**src/rtl/charlcd_pkg.sv**
```systemverilog
// Shared types for the character LCD controller: opcode classes, the
// most-significant-bit decoder and the blank fill code.
package charlcd_pkg;

    typedef enum logic [3:0] {
        OP_NONE, OP_CLEAR, OP_HOME, OP_ENTRY, OP_DISP,
        OP_SHIFT, OP_FUNC, OP_GADDR, OP_DADDR
    } op_e;

    localparam logic [7:0] BLANK_CODE = 8'h20;

    // Class of an instruction byte is set by its highest 1 bit.
    function automatic op_e decode_op(input logic [7:0] b);
        if (b[7])      return OP_DADDR;
        else if (b[6]) return OP_GADDR;
        else if (b[5]) return OP_FUNC;
        else if (b[4]) return OP_SHIFT;
        else if (b[3]) return OP_DISP;
        else if (b[2]) return OP_ENTRY;
        else if (b[1]) return OP_HOME;
        else if (b[0]) return OP_CLEAR;
        else           return OP_NONE;
    endfunction

endpackage

```
**src/rtl/charlcd_bus_sync.sv**
```systemverilog
// Samples the asynchronous host bus on clk. Emits a one-cycle strobe when
// the enable has fallen, with select, direction and data taken from the
// first sample stage. Assumes the host holds select/rw/data stable for at
// least one clock after the enable falls.
module charlcd_bus_sync (
    input  logic       clk,
    input  logic       rst_n,
    input  logic       en_in,
    input  logic       rs_in,
    input  logic       rw_in,
    input  logic [7:0] db_in,
    output logic       strobe,
    output logic       cap_rs,
    output logic       cap_rw,
    output logic [7:0] cap_db
);
    logic en_q1, en_q2;

    // Two-stage enable sampler plus a bus capture aligned with stage one.
    always_ff @(posedge clk) begin
        if (!rst_n) begin
            en_q1  <= 1'b0;
            en_q2  <= 1'b0;
            cap_rs <= 1'b0;
            cap_rw <= 1'b0;
            cap_db <= 8'h00;
        end else begin
            en_q1  <= en_in;
            en_q2  <= en_q1;
            cap_rs <= rs_in;
            cap_rw <= rw_in;
            cap_db <= db_in;
        end
    end

    // Falling edge seen between the two sample stages.
    always_comb strobe = en_q2 & ~en_q1;

endmodule

```
**src/rtl/charlcd_busy_timer.sv**
```systemverilog
// Down-counter behind the busy flag. A load sets the remaining cycles;
// busy is high while the count is non-zero. Assumes the owner never loads
// while busy.
module charlcd_busy_timer #(
    parameter int CNT_W = 8
) (
    input  logic             clk,
    input  logic             rst_n,
    input  logic             load,
    input  logic [CNT_W-1:0] load_val,
    output logic             busy
);
    logic [CNT_W-1:0] cnt;

    // Load on accepted operation, otherwise count down to zero.
    always_ff @(posedge clk) begin
        if (!rst_n)          cnt <= '0;
        else if (load)       cnt <= load_val;
        else if (cnt != '0)  cnt <= cnt - 1'b1;
    end

    // Flag follows the remaining count.
    always_comb busy = (cnt != '0);

    p_busy_count_r5: assert property (@(posedge clk) disable iff (!rst_n)
        (cnt != '0) |=> (cnt == $past(cnt) - 1'b1));

    p_no_load_busy_r11: assert property (@(posedge clk) disable iff (!rst_n)
        !(load && cnt != '0));

endmodule

```
**src/rtl/charlcd_addr_ctr.sv**
```systemverilog
// Shared address counter for both RAMs. Priority: zero, load, step.
// Step wraps per target: glyph RAM in 6 bits, display RAM by line layout.
module charlcd_addr_ctr #(
    parameter int LINE_LEN = 40
) (
    input  logic       clk,
    input  logic       rst_n,
    input  logic       zero,
    input  logic       ld,
    input  logic [6:0] ld_val,
    input  logic       ld_glyph,
    input  logic       step,
    input  logic       step_up,
    input  logic       two_line,
    output logic [6:0] ac,
    output logic       glyph_sel
);
    localparam logic [6:0] LINE2_BASE = 7'h40;
    localparam logic [6:0] L1_LAST    = 7'(LINE_LEN - 1);
    localparam logic [6:0] L2_LAST    = 7'(64 + LINE_LEN - 1);
    localparam logic [6:0] ONE_LAST   = 7'(2 * LINE_LEN - 1);

    logic [6:0] ac_step;

    // Next counter value for one step in the current target and mode.
    always_comb begin
        if (glyph_sel) begin
            ac_step = {1'b0, step_up ? ac[5:0] + 6'd1 : ac[5:0] - 6'd1};
        end else if (two_line) begin
            if (step_up)
                ac_step = (ac == L1_LAST) ? LINE2_BASE :
                          (ac == L2_LAST) ? 7'h00 : ac + 7'd1;
            else
                ac_step = (ac == LINE2_BASE) ? L1_LAST :
                          (ac == 7'h00) ? L2_LAST : ac - 7'd1;
        end else begin
            if (step_up) ac_step = (ac == ONE_LAST) ? 7'h00 : ac + 7'd1;
            else         ac_step = (ac == 7'h00) ? ONE_LAST : ac - 7'd1;
        end
    end

    // Counter and RAM-select register.
    always_ff @(posedge clk) begin
        if (!rst_n) begin
            ac        <= 7'h00;
            glyph_sel <= 1'b0;
        end else if (zero) begin
            ac        <= 7'h00;
            glyph_sel <= 1'b0;
        end else if (ld) begin
            ac        <= ld_val;
            glyph_sel <= ld_glyph;
        end else if (step) begin
            ac        <= ac_step;
        end
    end

    p_glyph_range_r13: assert property (@(posedge clk) disable iff (!rst_n)
        glyph_sel |-> !ac[6]);

    p_two_line_wrap_r9: assert property (@(posedge clk) disable iff (!rst_n)
        (step && !zero && !ld && step_up && two_line && !glyph_sel && ac == L1_LAST)
        |=> (ac == LINE2_BASE));

    p_one_line_wrap_r10: assert property (@(posedge clk) disable iff (!rst_n)
        (step && !zero && !ld && step_up && !two_line && !glyph_sel && ac == ONE_LAST)
        |=> (ac == 7'h00));

endmodule

```
**src/rtl/charlcd_ctrl.sv**
```systemverilog
// Character LCD controller core. Decodes host bus cycles into instructions
// and data accesses, owns the display and glyph RAMs, the mode flags and
// the busy timer. Busy lengths are given in clock cycles by parameters.
module charlcd_ctrl
    import charlcd_pkg::*;
#(
    parameter int LINE_LEN   = 40,
    parameter int GLYPH_SIZE = 64,
    parameter int LONG_CYC   = 76500,
    parameter int SHORT_CYC  = 1950,
    parameter int DATA_CYC   = 2150
) (
    input  logic       clk,
    input  logic       rst_n,
    input  logic       bus_rs,
    input  logic       bus_rw,
    input  logic       bus_en,
    input  logic [7:0] bus_din,
    output logic [7:0] bus_dout,
    output logic       disp_on,
    output logic       cursor_on,
    output logic       blink_on
);
    localparam int DD_BYTES = 2 * LINE_LEN;
    localparam int MAX_A    = (LONG_CYC > SHORT_CYC) ? LONG_CYC : SHORT_CYC;
    localparam int MAX_CYC  = (MAX_A > DATA_CYC) ? MAX_A : DATA_CYC;
    localparam int CNT_W    = $clog2(MAX_CYC + 1);
    localparam int GA_W     = $clog2(GLYPH_SIZE);

    logic             strobe, c_rs, c_rw;
    logic [7:0]       c_db;
    logic             busy, glyph_sel;
    logic [6:0]       ac;
    op_e              op;
    logic             is_instr, is_wr, is_rd;
    logic             ac_zero, ac_ld, ac_ld_glyph, ac_step, ac_up;
    logic [6:0]       ac_ld_val;
    logic             t_load;
    logic [CNT_W-1:0] t_val;
    logic             step_inc, shift_on, two_line, bus8, tall_font;
    logic             dd_ok;
    logic [6:0]       dd_idx;
    logic [7:0]       rd_byte;
    logic [7:0]       dd_mem [DD_BYTES];
    logic [7:0]       gl_mem [GLYPH_SIZE];

    charlcd_bus_sync u_sync (
        .clk(clk), .rst_n(rst_n), .en_in(bus_en), .rs_in(bus_rs),
        .rw_in(bus_rw), .db_in(bus_din), .strobe(strobe),
        .cap_rs(c_rs), .cap_rw(c_rw), .cap_db(c_db)
    );

    // Classify the captured cycle; everything except status is dropped while busy.
    always_comb begin
        op       = decode_op(c_db);
        is_instr = strobe && !busy && !c_rs && !c_rw;
        is_wr    = strobe && !busy &&  c_rs && !c_rw;
        is_rd    = strobe && !busy &&  c_rs &&  c_rw;
    end

    // Counter control derived from the accepted operation.
    always_comb begin
        ac_zero     = is_instr && (op == OP_CLEAR || op == OP_HOME);
        ac_ld       = is_instr && (op == OP_GADDR || op == OP_DADDR);
        ac_ld_glyph = (op == OP_GADDR);
        ac_ld_val   = (op == OP_DADDR) ? c_db[6:0] : {1'b0, c_db[5:0]};
        ac_step     = is_wr || is_rd || (is_instr && op == OP_SHIFT && !c_db[3]);
        ac_up       = (is_wr || is_rd) ? step_inc : c_db[2];
    end

    charlcd_addr_ctr #(.LINE_LEN(LINE_LEN)) u_ac (
        .clk(clk), .rst_n(rst_n), .zero(ac_zero), .ld(ac_ld),
        .ld_val(ac_ld_val), .ld_glyph(ac_ld_glyph), .step(ac_step),
        .step_up(ac_up), .two_line(two_line), .ac(ac), .glyph_sel(glyph_sel)
    );

    // Busy length chosen by operation class.
    always_comb begin
        t_load = is_wr || is_rd || (is_instr && op != OP_NONE);
        if (is_wr || is_rd)
            t_val = CNT_W'(DATA_CYC);
        else if (op == OP_CLEAR || op == OP_HOME)
            t_val = CNT_W'(LONG_CYC);
        else
            t_val = CNT_W'(SHORT_CYC);
    end

    charlcd_busy_timer #(.CNT_W(CNT_W)) u_busy (
        .clk(clk), .rst_n(rst_n), .load(t_load), .load_val(t_val), .busy(busy)
    );

    // Mode and display flags written by their instructions.
    always_ff @(posedge clk) begin
        if (!rst_n) begin
            step_inc  <= 1'b1;
            shift_on  <= 1'b0;
            disp_on   <= 1'b0;
            cursor_on <= 1'b0;
            blink_on  <= 1'b0;
            bus8      <= 1'b1;
            two_line  <= 1'b0;
            tall_font <= 1'b0;
        end else if (is_instr) begin
            case (op)
                OP_ENTRY: begin
                    step_inc <= c_db[1];
                    shift_on <= c_db[0];
                end
                OP_DISP: begin
                    disp_on   <= c_db[2];
                    cursor_on <= c_db[1];
                    blink_on  <= c_db[0];
                end
                OP_FUNC: begin
                    bus8      <= c_db[4];
                    two_line  <= c_db[3];
                    tall_font <= c_db[2];
                end
                default: ;
            endcase
        end
    end

    // Map the counter to a physical display RAM cell for the line mode.
    always_comb begin
        if (two_line) begin
            dd_ok  = (ac[5:0] < 6'(LINE_LEN));
            dd_idx = ac[6] ? 7'(LINE_LEN) + {1'b0, ac[5:0]} : {1'b0, ac[5:0]};
        end else begin
            dd_ok  = (ac < 7'(DD_BYTES));
            dd_idx = ac;
        end
    end

    // Display RAM: blank fill on reset and clear, byte write on data write.
    always_ff @(posedge clk) begin
        if (!rst_n || (is_instr && op == OP_CLEAR)) begin
            for (int i = 0; i < DD_BYTES; i++) dd_mem[i] <= BLANK_CODE;
        end else if (is_wr && !glyph_sel && dd_ok) begin
            dd_mem[dd_idx] <= c_db;
        end
    end

    // Glyph RAM: zero on reset, byte write on data write.
    always_ff @(posedge clk) begin
        if (!rst_n) begin
            for (int i = 0; i < GLYPH_SIZE; i++) gl_mem[i] <= 8'h00;
        end else if (is_wr && glyph_sel) begin
            gl_mem[ac[GA_W-1:0]] <= c_db;
        end
    end

    // Read path: byte at the counter in the selected RAM.
    always_comb begin
        if (glyph_sel)  rd_byte = gl_mem[ac[GA_W-1:0]];
        else if (dd_ok) rd_byte = dd_mem[dd_idx];
        else            rd_byte = 8'h00;
    end

    // Output mux driven straight from the host's select and direction lines.
    always_comb begin
        if (!bus_rw)     bus_dout = 8'h00;
        else if (bus_rs) bus_dout = rd_byte;
        else             bus_dout = {busy, ac};
    end

    p_busy_hold_r11: assert property (@(posedge clk) disable iff (!rst_n)
        busy |=> $stable(ac) && $stable(glyph_sel));

    p_clear_r3: assert property (@(posedge clk) disable iff (!rst_n)
        (is_instr && op == OP_CLEAR) |=> (ac == 7'h00) && busy);

    p_status_free_r6: assert property (@(posedge clk) disable iff (!rst_n)
        (strobe && !c_rs && c_rw && !busy) |=> !busy);

endmodule

```
**config.mk**
```make
export PLATFORM = sky130hd
export DESIGN_NAME = charlcd_ctrl
export DESIGN_NICKNAME = d
export VERILOG_FILES = /design/src/rtl/charlcd_pkg.sv /design/src/rtl/charlcd_bus_sync.sv /design/src/rtl/charlcd_busy_timer.sv /design/src/rtl/charlcd_addr_ctr.sv /design/src/rtl/charlcd_ctrl.sv
export SDC_FILE = /design/constraint.sdc
export NUM_CORES = 2
export LEC_CHECK = 0
export BUFFER_PORTS_ARGS = -buffer_cell sky130_fd_sc_hd__buf_2
export CAP_MARGIN = 20
export CORE_AREA = 10 10 631 478
export CTS_CLUSTER_SIZE = 30
export DETAILED_ROUTE_END_ITERATION = 10
export DIE_AREA = 0 0 641 488
export HOLD_SLACK_MARGIN = 0.06
export PLACE_DENSITY_LB_ADDON = 0.1
export SKIP_LAST_GASP = 1
export SLEW_MARGIN = 20
export SYNTH_ARGS = -nofsm -noshare
export SYNTH_HDL_FRONTEND = slang
export SYNTH_HIERARCHICAL = 1
export SYNTH_SLANG_ARGS = --single-unit
export TNS_END_PERCENT = 20
```
**constraint.sdc**
```tcl
create_clock -name clk -period 9.1 [get_ports clk]
set_input_delay 0.455 -clock clk [delete_from_list [all_inputs] [get_ports clk]]
set_output_delay 0.455 -clock clk [all_outputs]
set_load 0.02 [all_outputs]
```
==> impl_metrics.yaml <==
logic_synthesis:
  synthCells: 5013
  ys.flop_type: "edfxtp_1"
  async_flop_share_pct: 0
  netlist_area_sq_um: 69100
  synth_edf_count: 1536
  avgSynthCellArea_sq_um: 13.8
  ys_seq_elements: 1578
  yosysSeqAreaShare_pct: 67.9
  synth_cell_type_count: 101
  synth_warnings: 6
cts:
  clk_latency_ps: 880
  cts_max_level: 4
  holdBufCountCts: 12
  cts_tree: "built"
  clk_path_buf_depth: 4
  root_buffer: "clkbuf_16"
  clkSinkCount: 1578
  cts_setup_buffers: 0
  cts_buffers: 186
  path_clk_slew_ps: 60
  cts-resized-gates: 0
timing:
  fin_crit_sh_pct: 72.7
  tns_ps: 0
  setup-violations-final: 0
  slew_headroom_pct: 17.7
  slew_violations: 0
  rsz0062_at_grt: "no"
  worst_slew_pin_slew_ps: 1220
  hold_violations: 0
  max_freq_ghz: 0.151
  finClkSkew_ps: 63.9
  period_needed_ps: 6610
layout:
  nets: 5117
  area_growth_pct: 16.4
  final_cell_mix: "edfxtp_1 (1536), nor2_1 (711), and2_1 (433), buf_4 (262), nand2_1 (257)"
  utilization_pct: 27.9
  stdcell_count: 9041
  layout-drive-gt1-share_pct: 16.5
  fin_area_sq_um: 80500
  final_common_cell: "edfxtp_1"
worst_setup_path:
  required_ps: 8650
  end_kind: "primary output"
  critical_path_class: "reg -> out"
  critPathMaxFanout: 40
  crit_arrival_ps: 6160
  critPathLaunchType: "flip-flop"
power_and_ir_drop:
  total_power_mw: 16.9
  ir_drop_mv: 0.117
  p_leak_nw: 25.4
  power_density_nw_per_um2: 210
floorplanning:
  ios: 24
  initial_utilization_pct: 24.0
  row_count: 171
  die_w_microns: 641
  coreArea_sq_um: 289000
  die_area_sq_um: 313000
  die_h_microns: 488
place:
  post-place-cells: 8701
  placed_cell_area_sq_um: 74400
  globalplace.congestion: 0.825
  portBuffers: 23
  dp_hpwl_microns: 190000
run_status:
  status: "finished, final reports clean"
global_route:
  grt_pass1_wl_microns: 395000
  antenna_found_initial: 28
  grt_overflow_total: 0
  grt_pass1_vias: 44600
  grt_usage_pct: 17.9
  grt_max_degree: 76
detailed_routing:
  routedWlPerCell_microns: 32.0
  ant_nets: 0
  drc: 0
  route.vias.total: 45400
  drtIter0Drc: 5639
  routed_via_density: 5.02
  routed_wl_microns: 289000
  first_pass_iters: 8
hold_path:
  worst_hold_path_type: "in -> reg"
job:
  drv_cap: 0
[cells in the mapped netlist (22+ instances only)]
library cell     n  share of area [%]
a22oi_1         53               0.58
mux4_2         158                5.1
nor2b_1         23               0.21
and2_1         433                3.9
nand3_1         34               0.25
clkbuf_1       253                1.4
nand2_1        274                1.5
o22ai_1        174                1.6
o22a_1          26               0.33
a31oi_1         22               0.20
nor2_1         720                3.9
dfxtp_1         42                1.2
o221ai_1        39               0.49
a221oi_1        22               0.28
mux2i_1        150                2.2
and3_1          24               0.22
edfxtp_1      1536                 67
buf_1           32               0.17
buf_4           39               0.42
o21ai_0        217                1.6
a221o_1         32               0.46
a21oi_1         88               0.64
mux2_2          56               0.91
buf_2           71               0.51
nor3_1         164                1.2
[power by group]
group          switching [mW]  leakage, nW  total (mW)  internal [mW]
clock                    3.21         2.88        7.61           4.40
combinational           0.681         7.06       0.988          0.307
sequential              0.131         15.5        8.28           8.15
total                    4.02         25.4        16.9           12.9
[metrics by stage]
stage | hold WS, ps | worst slack [ps]
global route | 348 | 2180
floorplan | 441 | 5310
CTS | 293 | 2220
global placement | 460 | 3010
detailed placement | 461 | 3010
finish | 378 | 2490
[sequential cells by signal, indices dropped and copies added, names as in the netlist, 7 cells and up]
signal         count
dd_mem          1024
gl_mem           512
u_busy/cnt        17
u_sync/cap_db      8
u_ac/ac            7
[worst max-delay path: stages, from the launching register on]
cell       delay (ps)
dfxtp_4           850
buf_4             620
or3b_2            700
buf_4             390
o21ai_0           340
a2111oi_0         130
buf_4             180
a2111oi_0         870
a221o_1           450
o2111ai_1         370
buf_2             300
[final timing paths]
kind | cells past startpoint | startpoint | endpoint | slack, ps
min reg2reg | 1 | u_sync/en_q1 | u_sync/en_q2 | 470
max | 10 | u_ac/ac[1] | bus_dout[1] | 2490
min | 3 | bus_din[0] | u_sync/cap_db[0] | 380
max reg2reg | 10 | u_busy/cnt[2] | dd_mem[95][5] | 3190
[metal layers]
metal,share of wire [%],GRT usage (%),wire (microns),vias up
met5,0.0093,0,27,-
met4,1.8,3.17,5100,4
met3,7.1,3.47,20700,301
met2,41,25.2,118000,1696
met1,50,28.4,145000,24200
li1,-,-,-,19200
[area by class of cell]
cell class	instances	area, sq um
Fill cell	29400	208000
Sequential cell	1578	47000
Multi-Input combinational cell	3007	20400
Clock buffer	221	4850
Tap cell	3806	4760
Timing Repair Buffer	301	2280
Clock inverter	103	1040
Inverter	21	85.1
Antenna cell	4	10.0
[kinds of logic after synthesis]
logic type / after synthesis / share of synthesized area, %
and+or+nand+nor: 1776 / 12.4
DFF: 1578 / 67.9
AOI/OAI and AO/OA: 825 / 8.06
buffers and inverters: 431 / 2.85
muxes: 369 / 8.31
xor gates and xnor gates: 23 / 0.291
adders and majority gates: 9 / 0.174
other: 2 / 0.0109
Power figures use the tool's default switching activity.
